**src/rtl/irq_arb_pkg.sv**
```systemverilog
package irq_arb_pkg;

  // Agent phase: parked between contests, or inside one.
  typedef enum logic {
    PH_WAIT = 1'b0,
    PH_RUN  = 1'b1
  } arb_phase_e;

  // Width of a slot counter able to hold 0..id_w.
  function automatic int slot_width(input int id_w);
    return $clog2(id_w + 1);
  endfunction

endpackage

```
**src/rtl/irq_arb_rearm.sv**
```systemverilog
module irq_arb_rearm
  import irq_arb_pkg::*;
(
  input  logic       clk,
  input  logic       rst_n,
  input  logic       arb_req,
  input  logic       bus_idle,
  input  arb_phase_e phase,
  input  logic       attempt_end,
  output logic       start
);

  // Set by a busy bus, cleared when a contest finishes either way.
  logic armed_q;

  always_ff @(posedge clk or negedge rst_n) begin
    if (!rst_n) begin
      armed_q <= 1'b1;
    end else if (attempt_end) begin
      armed_q <= 1'b0;
    end else if (!bus_idle) begin
      armed_q <= 1'b1;
    end
  end

  assign start = arb_req && bus_idle && armed_q && (phase == PH_WAIT);


  no_restart_chk: assert property (@(posedge clk) disable iff (!rst_n)
    attempt_end |=> !start);

endmodule

```
**src/rtl/irq_arb_seq.sv**
```systemverilog
module irq_arb_seq
  import irq_arb_pkg::*;
#(
  parameter int ID_W = 4,
  localparam int CNT_W = slot_width(ID_W)
) (
  input  logic             clk,
  input  logic             rst_n,
  input  logic             start,
  input  logic             abort,
  output arb_phase_e       phase,
  output logic [CNT_W-1:0] slot,
  output logic             last
);

  // Slot 0 is the start marker, slots 1..ID_W carry the code.
  localparam logic [CNT_W-1:0] LAST_SLOT = CNT_W'(ID_W);

  arb_phase_e       phase_q;
  logic [CNT_W-1:0] slot_q;

  always_ff @(posedge clk or negedge rst_n) begin
    if (!rst_n) begin
      phase_q <= PH_WAIT;
      slot_q  <= '0;
    end else begin
      unique case (phase_q)
        PH_WAIT: begin
          if (start) begin
            phase_q <= PH_RUN;
            slot_q  <= '0;
          end
        end
        PH_RUN: begin
          if (abort || last) begin
            phase_q <= PH_WAIT;
            slot_q  <= '0;
          end else begin
            slot_q <= slot_q + CNT_W'(1);
          end
        end
        default: begin
          phase_q <= PH_WAIT;
          slot_q  <= '0;
        end
      endcase
    end
  end

  assign phase = phase_q;
  assign slot  = slot_q;
  assign last  = (phase_q == PH_RUN) && (slot_q == LAST_SLOT);


  slot_range_chk: assert property (@(posedge clk) disable iff (!rst_n)
    (phase_q == PH_RUN) |-> (slot_q <= LAST_SLOT));


  run_continues_chk: assert property (@(posedge clk) disable iff (!rst_n)
    ((phase_q == PH_RUN) && !last && !abort) |=> (phase_q == PH_RUN));

endmodule

```
**src/rtl/irq_arb_drive.sv**
```systemverilog
module irq_arb_drive
  import irq_arb_pkg::*;
#(
  parameter int REG_W  = 32,
  parameter int ID_LSB = 24,
  parameter int ID_W   = 4,
  localparam int CNT_W = slot_width(ID_W)
) (
  input  logic             clk,
  input  logic             rst_n,
  input  arb_phase_e       phase,
  input  logic [CNT_W-1:0] slot,
  input  logic             last,
  input  logic [REG_W-1:0] id_reg,
  input  logic             line1_in,
  output logic             drv0_oe,
  output logic             drv1_oe,
  output logic             abort,
  output logic             won,
  output logic             lost
);

  localparam int PAD = 1 << CNT_W;
  localparam logic [REG_W-1:0] ID_MASK =
    ((REG_W'(1) << ID_W) - REG_W'(1)) << ID_LSB;

  // Code bit per slot, most significant first; slot 0 and spare slots read 0.
  logic [PAD-1:0] id_pad;
  for (genvar g = 0; g < PAD; g++) begin : g_pad
    if (g >= 1 && g <= ID_W) begin : g_bit
      assign id_pad[g] = id_reg[ID_LSB + ID_W - g];
    end else begin : g_zero
      assign id_pad[g] = 1'b0;
    end
  end

  logic unused_id_bits;
  assign unused_id_bits = ^(id_reg & ~ID_MASK);

  logic run;
  assign run     = (phase == PH_RUN);
  assign drv0_oe = run && (slot == '0);
  assign drv1_oe = run && id_pad[slot];
  // Released wire read back low: someone else is pulling it.
  assign abort   = run && !drv1_oe && !line1_in;

  logic won_q, lost_q;
  always_ff @(posedge clk or negedge rst_n) begin
    if (!rst_n) begin
      won_q  <= 1'b0;
      lost_q <= 1'b0;
    end else begin
      won_q  <= last && !abort;
      lost_q <= abort;
    end
  end

  assign won  = won_q;
  assign lost = lost_q;


  start_marker_once_chk: assert property (@(posedge clk) disable iff (!rst_n)
    drv0_oe |=> !drv0_oe);


  outcome_excl_chk: assert property (@(posedge clk) disable iff (!rst_n)
    !(won && lost));


  won_single_chk: assert property (@(posedge clk) disable iff (!rst_n)
    won |=> !won);


  lost_released_chk: assert property (@(posedge clk) disable iff (!rst_n)
    lost |-> (!drv0_oe && !drv1_oe));

endmodule

```
**src/rtl/irq_bus_arbiter.sv**
```systemverilog
module irq_bus_arbiter
  import irq_arb_pkg::*;
#(
  parameter int REG_W  = 32,
  parameter int ID_LSB = 24,
  parameter int ID_W   = 4,
  localparam int CNT_W = slot_width(ID_W)
) (
  input  logic             clk,
  input  logic             rst_n,
  input  logic             arb_req,
  input  logic             bus_idle,
  input  logic [REG_W-1:0] id_reg,
  input  logic             line1_in,
  output logic             drv0_oe,
  output logic             drv1_oe,
  output logic             busy,
  output logic             won,
  output logic             lost
);

  arb_phase_e       phase;
  logic [CNT_W-1:0] slot;
  logic             last;
  logic             abort;
  logic             start;
  logic             attempt_end;

  assign attempt_end = abort || last;
  assign busy        = (phase == PH_RUN);

  irq_arb_rearm u_rearm (
    .clk         (clk),
    .rst_n       (rst_n),
    .arb_req     (arb_req),
    .bus_idle    (bus_idle),
    .phase       (phase),
    .attempt_end (attempt_end),
    .start       (start)
  );

  irq_arb_seq #(.ID_W(ID_W)) u_seq (
    .clk   (clk),
    .rst_n (rst_n),
    .start (start),
    .abort (abort),
    .phase (phase),
    .slot  (slot),
    .last  (last)
  );

  irq_arb_drive #(.REG_W(REG_W), .ID_LSB(ID_LSB), .ID_W(ID_W)) u_drive (
    .clk      (clk),
    .rst_n    (rst_n),
    .phase    (phase),
    .slot     (slot),
    .last     (last),
    .id_reg   (id_reg),
    .line1_in (line1_in),
    .drv0_oe  (drv0_oe),
    .drv1_oe  (drv1_oe),
    .abort    (abort),
    .won      (won),
    .lost     (lost)
  );


  start_cond_chk: assert property (@(posedge clk) disable iff (!rst_n)
    $rose(busy) |-> $past(arb_req && bus_idle));


  eoi_loss_chk: assert property (@(posedge clk) disable iff (!rst_n)
    (drv0_oe && !line1_in) |=> (lost && !busy));


  released_low_chk: assert property (@(posedge clk) disable iff (!rst_n)
    (busy && !drv1_oe && !line1_in) |=> (lost && !drv0_oe && !drv1_oe));


  quiet_when_parked_chk: assert property (@(posedge clk) disable iff (!rst_n)
    !busy |-> (!drv0_oe && !drv1_oe));


  won_after_run_chk: assert property (@(posedge clk) disable iff (!rst_n)
    won |-> ($past(busy) && !busy));

endmodule

```
**config.mk**
```make
export PLATFORM = sky130hd
export DESIGN_NAME = irq_bus_arbiter
export DESIGN_NICKNAME = d
export VERILOG_FILES = /design/src/rtl/irq_arb_pkg.sv /design/src/rtl/irq_arb_rearm.sv /design/src/rtl/irq_arb_seq.sv /design/src/rtl/irq_arb_drive.sv /design/src/rtl/irq_bus_arbiter.sv
export SDC_FILE = /design/constraint.sdc
export NUM_CORES = 1
export LEC_CHECK = 0
export ABC_AREA = 1
export BUFFER_PORTS_ARGS = -buffer_cell sky130_fd_sc_hd__buf_2
export CAP_MARGIN = 10
export CORE_AREA = 2 2 39 41
export CTS_CLUSTER_SIZE = 10
export DETAILED_ROUTE_END_ITERATION = 16
export DIE_AREA = 0 0 41 43
export PLACE_DENSITY = 0.73
export SLEW_MARGIN = 20
export SYNTH_ARGS = -nofsm -noshare
export SYNTH_HDL_FRONTEND = slang
export SYNTH_HIERARCHICAL = 1
export SYNTH_SLANG_ARGS = --single-unit
```
**constraint.sdc**
```tcl
create_clock -name clk -period 4.1 [get_ports clk]
set_clock_uncertainty 0.05 [all_clocks]
set_input_delay 0 -clock clk [delete_from_list [all_inputs] [get_ports clk]]
set_output_delay 0 -clock clk [all_outputs]
set_load 0.02 [all_outputs]
```
# Yosys cells after proc, flatten, opt, wreduce, memory -nomap -nowiden
# Index checks and enable logic that the tools add are counted.
# word_totals
output_inout_bits,5
elab_cells,35
inputBits,37
reg_bits,7
# classes
bitwise_logic,1
n_mux,10
n_lt_le_gt_ge,1
addsub,1
n_eq_ne,3
n_reduce_logical,14
# ops
cell,count
1-bit logical AND,9
3-bit 2-to-1 mux,2
3-bit one-hot mux with 2 select lines,1
1-bit 2-to-1 mux,5
3-bit by 4-bit less-than comparator with 1-bit output (second input constant),1
3-bit by 1-bit adder with 3-bit output (second input constant),1
1-bit binary-select mux with 3-bit select,1
3-bit == test (second input constant),1
1-bit logical NOT,3
3-bit logical NOT,1
2-bit by 1-bit inequality test with 1-bit output (second input constant),1
2-bit inequality test (second input constant),1
1-bit one-hot mux with 2 select lines,1
1-bit logical OR,1
1-bit NOT,1

# Longest topological paths before layout
# Gate-level depths: netlist (run 1).
# logic_depth
ltp_word,9
depth_mapped,12
depth_no_buf,12

# Hierarchy
# Netlist (run 1), hierarchy kept.
# modules_own_cells
module,cells_each,area_per_inst_um2,seq_area_each_um2,n_inst
irq_arb_seq,28,227.7,100.1,1
irq_arb_drive,23,138.9,50.0,1
irq_arb_rearm,7,50.0,26.3,1
irq_bus_arbiter,3,11.3,0.0,1

# Least setup slack after synthesis (run 1)
# No wires, ideal clock.
# synth_path
path_kind,flip-flop to output port
startpoint,"reg u_seq.phase_q, in the netlist u_seq/phase"
endpoint,out drv0_oe
arrival_ns,1.332
n_path_buf,0
required_ns,4.050
path_stages_with_launch,3
slack_ns,2.718
cell_sequence,dfrtp_1 inv_1 nor4_1
# synth_via
elab_chain_cells,1
# synth_rtl
item,line_no,rtl
"start, declared",irq_arb_seq.sv:19,arb_phase_e phase_q;
"start signal, assigned",irq_arb_seq.sv:24,phase_q <= PH_WAIT;
"start signal, assigned",irq_arb_seq.sv:30,phase_q <= PH_RUN;
"start signal, assigned",irq_arb_seq.sv:36,phase_q <= PH_WAIT;
1-bit logical AND,irq_arb_drive.sv:42,assign drv0_oe = run && (slot == '0);
"end, declared",irq_bus_arbiter.sv:15,"output logic drv0_oe,"
# No other way between the ends.

# Worst setup path in the final report (run 1)
# layout_path
startpoint,"reg u_seq.slot_q[0], in the netlist u_seq/slot[0]"
endpoint,"reg u_seq.slot_q[1], in the netlist u_seq/slot[1]"
# layout_via
elab_chain_cells,9
elab_cells_between_ends,12
cone_classes,add/sub (1); eq/ne (1); mux (4); reduce/logical (6)
# layout_rtl
item,line_no,rtl
"start, declared",irq_arb_seq.sv:20,logic [CNT_W-1:0] slot_q;
"start signal, assigned",irq_arb_seq.sv:39,slot_q <= slot_q + CNT_W'(1);
1-bit binary-select mux with 3-bit select,irq_arb_drive.sv:43,assign drv1_oe = run && id_pad[slot];
1-bit 2-to-1 mux (not written as such),irq_arb_drive.sv:43,
1-bit logical AND,irq_arb_drive.sv:43,
1-bit logical NOT,irq_arb_drive.sv:45,assign abort = run && !drv1_oe && !line1_in;
1-bit logical AND (2 in a row),irq_arb_drive.sv:45,
named net abort,irq_bus_arbiter.sv:25,logic abort;
1-bit logical OR,irq_arb_seq.sv:35,if (abort || last) begin
3-bit 2-to-1 mux,irq_arb_seq.sv:35,
3-bit one-hot mux with 2 select lines,irq_arb_seq.sv:27,unique case (phase_q)
# The timed path passes the listed nets, and every way through them passes these cells. The select of a mux whose other input is x is not followed.
# A chain may end at the register's enable or synchronous reset.

==> metrics.csv, run 1 <==
metric,value,unit
status,completed,
largest area contributor in the netlist,dfrtp_1,
initial antenna violation count,0,
grt ovf,0,
post-place setup slack,2.567,ns
Post-synth ARST share,100.0,%
FMAX,0.6446,GHz
Syn Std Cell Area,427.9,um^2
# IOs,42,
final wirelength,850,um
Gate Count Post-Synth,61,
TNS Setup,0,ns
vias in the first global route,383,
Peak supply drop,0.0001798,V
first-pass GRT wire length,1.400,mm
post-route setup slack,2.549,ns
Sink Count,7,
CP Class,reg2reg,
DR iter-0 viols,5,
Clock Pin Slew Worst Setup and Hold Paths,0.05,ns
Avg Inst Size Synth,7.015,um^2
syn_nets,100,
post-route ant nets,0,
Max Cap Viol,0,
drt pass-1 iters,4,
Synthesis Warnings,6,
Yosys reg bits,7,
detailed-route via count,409,
layout cells sized above 1,25.93,%
clock buffer depth,2,
Initial Util,30.92,%
post-CTS setup buffers,0,
CTS resizes,0,
latest clock arrival within the worst-skew pair,0.24,ns
cell with the most instances after synthesis,nand2_1,
Setup crit start kind,flip-flop,
Core Area,1384,um^2
Fill cells,145,
H-Tree Level Count,1,
WP data arrival,1.61,ns
Nets,121,
CP max FO,6,
CTS hold repair buffers,3,
CTS tree,done,
worst-margin pin slew,0.3116,ns
Post-synth EDFFs,0,
dpl cells,90,
required time worst endpoint,4.16,ns
Synth Flop Type,dfrtp_1,
DRC viols,0,
largest net degree at the start of global routing,11,
Global Route Usage Sum,11.09,%
Die Y-Extent,43,um
most area-consuming cells after synthesis,"dfrtp_1, nand2_1, inv_1, nor2_1, dfstp_2",
ANT cells,0,
crit share post-route,37.84,%
unrepaired setup endpoints after global routing,false,
DR WL/cell,8.763,um
root buffer cell,clkbuf_4,
chip width,41,um
max_slew headroom,79.23,%
# rows,14,
leakage,0.3294,nW
Pins Over Slew Limit,0,
register area share after synthesis,41.23,%
CP endpoint kind,flip-flop,
Yosys cell types,15,
DP HPWL,627.3,um
final cell count without fillers,97,
die area,1763,um^2
P&R area growth vs syn,33.04,%
CTS buffer count,3,
vias per inst,4.216,
final setup vio count,0,
final hold vios,0,
pwr dens,668.4,nW/um^2
Period minus WS final,1.551,ns
Hold Crit Class,in2async,
synth cell count leaders,"nand2_1, inv_1, nor2_1",
Yosys top cell area share,35.09,%
IO buf count,13,
routability cong.,0.6742,
==> registers in the layout, summed over array words and instances (netlist names) <==
register,count
u_drive/won,1
u_seq/slot,3
u_rearm/armed_q,1
u_seq/phase,1
u_drive/lost,1
==> cells by family after synthesis <==
group           synth area share, %
buf+inv                       13.16
fa+ha+maj                     5.847
simple gates                  31.87
compound gates                7.894
flops                         41.23
==> worst paths after layout <==
path	slack, ns	startpoint	endpoint	depth (start not counted)
max reg2reg	2.55	u_seq/slot[0]$_DFFE_PN0P_	u_seq/slot[1]$_DFFE_PN0P_	10
max in group asynchronous	3.69	rst_n	u_rearm/armed_q$_DFFE_PN1P_	2
min reg2reg	0.41	u_rearm/armed_q$_DFFE_PN1P_	u_rearm/armed_q$_DFFE_PN1P_	2
min	0.08	rst_n	u_seq/phase$_DFF_PN0_	2
max	2.55	u_seq/slot[0]$_DFFE_PN0P_	u_seq/slot[1]$_DFFE_PN0P_	10
min in group clk	0.09	arb_req	u_seq/phase$_DFF_PN0_	5
==> area by class of cell <==
class	count	area, um^2	share of cell area, %
multi-input cells	39	195.2	34.29
flip-flops and latches	7	176.4	30.99
repair buffers	16	95.09	16.70
inverters	15	56.30	9.890
clock buffers	4	26.28	4.615
well taps	16	20.02	3.516
==> report_power, final <==
group | leakage [nW] | switching (mW) | internal (mW) | total (mW)
sequential | 0.0878 | 0.0390 | 0.0993 | 0.138
clock | 0.0150 | 0.0234 | 0.0370 | 0.0604
combinational | 0.227 | 0.113 | 0.0686 | 0.182
total | 0.329 | 0.176 | 0.205 | 0.381
==> critical path: stages, from the launching register on <==
cell     delay, ns
dfrtp_1       0.43
nand2_1       0.08
nor2_1        0.04
nor2_1        0.09
nand2_1       0.06
nand2_1       0.10
nand2_1       0.07
nor2_1        0.19
inv_1         0.12
nand4_1       0.09
o21ai_0       0.10
==> routing by layer <==
| layer | vias to the layer above | share of wire [%] | global-route usage (%) |
|---|---|---|---|
| li1 | 224 | - | - |
| met1 | 180 | 47 | 14.33 |
| met2 | 5 | 50 | 17.81 |
| met3 | 0 | 2.7 | 0 |
| met4 | 0 | 0 | 6.000 |
| met5 | - | 0 | 0 |
==> placed cells by master (no fill, tap or decap), types with 2 or more instances in the layout <==
| master | count |
|---|---|
| buf_2 | 13 |
| inv_1 | 15 |
| dfrtp_1 | 6 |
| a21oi_1 | 2 |
| clkbuf_4 | 3 |
| nand2_1 | 16 |
| dlygate4sd3_1 | 3 |
| ha_1 | 2 |
| o21ai_0 | 3 |
| nor2_1 | 8 |
| nand4_1 | 2 |
==> through the flow <==
stage	power [mW]	util (%)	cell area (um^2)	hold slack, ns
floorplan	0.2672	-	427.9	-0.3456
global placement	0.3134	37.07	513.0	-0.2119
detailed placement	0.3182	37.07	513.0	-0.2085
CTS	0.3828	41.14	569.3	0.06294
global route	0.4216	41.14	569.3	0.08950
finish	0.3805	41.14	569.3	0.08436
Note: power is estimated with default switching activity, not from simulation.
==> run 2, diff against run 1 <==
- clock period: 4.1 -> 1.6 ns (I/O delays scaled with it)
==> metrics.csv, run 2 (synthesized netlist as in run 1, its figures left out) <==
metric,value,unit
status,completed,
Fill cells,142,
WP data arrival,1.52,ns
CP endpoint kind,flip-flop,
Global Route Usage Sum,11.58,%
ANT cells,0,
vias in the first global route,401,
CTS buffer count,3,
dpl cells,92,
TNS Setup,0,ns
leakage,0.3381,nW
DP HPWL,663.2,um
most frequent CP cell,nand2_1,
Slowest cell on crit path,dfrtp_1,
unrepaired setup endpoints after global routing,false,
die area,1763,um^2
Stages on worst setup path,12,
post-place setup slack,0.1088,ns
DR WL/cell,8.606,um
CTS tree,done,
Peak supply drop,0.0004688,V
crit-path cells,nand2_1 > nor2_1 > nor2_1 > nand2_1 > nand2_1 > nand2_1 > nor2_2 > inv_1 > nand2_2 > inv_1 > nand2_1 > nand2_1,
pwr dens,1723,nW/um^2
worst stage delay on the critical path,0.40,ns
Initial Util,30.92,%
final core occ,42.50,%
Die Y-Extent,43,um
first-pass GRT wire length,1.449,mm
required time worst endpoint,1.69,ns
DRC viols,0,
routability cong.,0.6704,
H-Tree Level Count,1,
Sink Count,7,
final setup vio count,0,
grt ovf,0,
worst reg2reg path depth,12,
initial antenna violation count,0,
worst-margin pin slew,0.3295,ns
max reg flops,3,
post-route setup slack,0.1656,ns
family with the most delay on the worst path,simple AND/OR/NAND/NOR gates,
max_slew headroom,78.03,%
FMAX,0.6971,GHz
final wirelength,852,um
DP Area,528.0,um^2
root buffer cell,clkbuf_4,
CP Class,reg2reg,
Core Area,1384,um^2
latest clock arrival within the worst-skew pair,0.25,ns
# rows,14,
"Buf+Inv Stages, Crit Path",2,
vias per inst,4.364,
detailed-route via count,432,
Nets,123,
P&R area growth vs syn,37.43,%
Power Total,1.013,mW
R2R Setup Slk,0.17,ns
final cell count without fillers,99,
clock buffer depth,2,
Worst R2R End,u_seq/slot[2]$_DFFE_PN0P_,
IO buf count,13,
reg2reg start,u_seq/slot[0]$_DFFE_PN0P_,
Clock Pin Slew Worst Setup and Hold Paths,0.05,ns
crit share post-route,89.65,%
largest net degree at the start of global routing,11,
final hold vios,0,
Max Cap Viol,0,
Hold Crit Class,in2async,
Period minus WS final,1.434,ns
CP max FO,4,
chip width,41,um
post-route ant nets,0,
Min Hold Slack,0.06693,ns
DR iter-0 viols,6,
final instance area,588.1,um^2
Pins Over Slew Limit,0,
drt pass-1 iters,4,
Setup crit start kind,flip-flop,
"commonest non-fill, non-tap cell in the layout",nand2_1,
most frequent cells in the layout,"nand2_1, inv_1, buf_2",
layout cells sized above 1,30.12,%
# IOs,42,
[run 2: what timing repair did]
action,CTS,global route
buffers inserted,0,0
gates resized for setup,0,2
hold buffers,3,0
endpoints found under the hold margin,10,0
endpoints found under the setup margin,0,3
[run 2: worst max-delay path by stage]
stage	start	to	slack, ns
floorplan	u_seq/phase$_DFF_PN0_	drv0_oe	0.22
global placement	u_seq/slot[0]$_DFFE_PN0P_	u_seq/slot[2]$_DFFE_PN0P_	0.18
detailed placement	u_seq/slot[0]$_DFFE_PN0P_	u_seq/slot[2]$_DFFE_PN0P_	0.11
CTS	u_seq/slot[0]$_DFFE_PN0P_	u_seq/slot[2]$_DFFE_PN0P_	0.1
global route	u_seq/slot[0]$_DFFE_PN0P_	u_seq/slot[2]$_DFFE_PN0P_	0.02
finish	u_seq/slot[0]$_DFFE_PN0P_	u_seq/slot[2]$_DFFE_PN0P_	0.17
[run 2: layer usage]
metal / wire length (um) / GRT usage, % / vias to the layer above
met4: 0 / 8.000 / 0
met1: 378 / 14.94 / 197
li1: - / - / 228
met5: 0 / 0 / -
met3: 19 / 0 / 0
met2: 455 / 17.81 / 7
[run 2: where the power goes]
group / internal (mW) / switching (mW) / total, mW
Sequential: 0.257 / 0.0795 / 0.336
Clock: 0.0950 / 0.0633 / 0.158
Combinational: 0.201 / 0.318 / 0.518
[run 2: worst register-to-register path, cell delays in order, from the launching register on]
cell and delay (ns):
dfrtp_1 0.40, nand2_1 0.07, nor2_1 0.04, nor2_1 0.08
nand2_1 0.06, nand2_1 0.11, nand2_1 0.08, nor2_2 0.14
inv_1 0.10, nand2_2 0.08, inv_1 0.04, nand2_1 0.05
nand2_1 0.04
[run 2: final cells by class]
| class | instances | area (um^2) | area share (%) |
|---|---|---|---|
| sequential | 7 | 177.7 | 30.21 |
| multi-input combinational | 39 | 197.7 | 33.62 |
| tap | 16 | 20.02 | 3.404 |
| timing repair buffer | 18 | 110.1 | 18.72 |
| clock buffer | 4 | 26.28 | 4.468 |
| inverter | 15 | 56.30 | 9.574 |
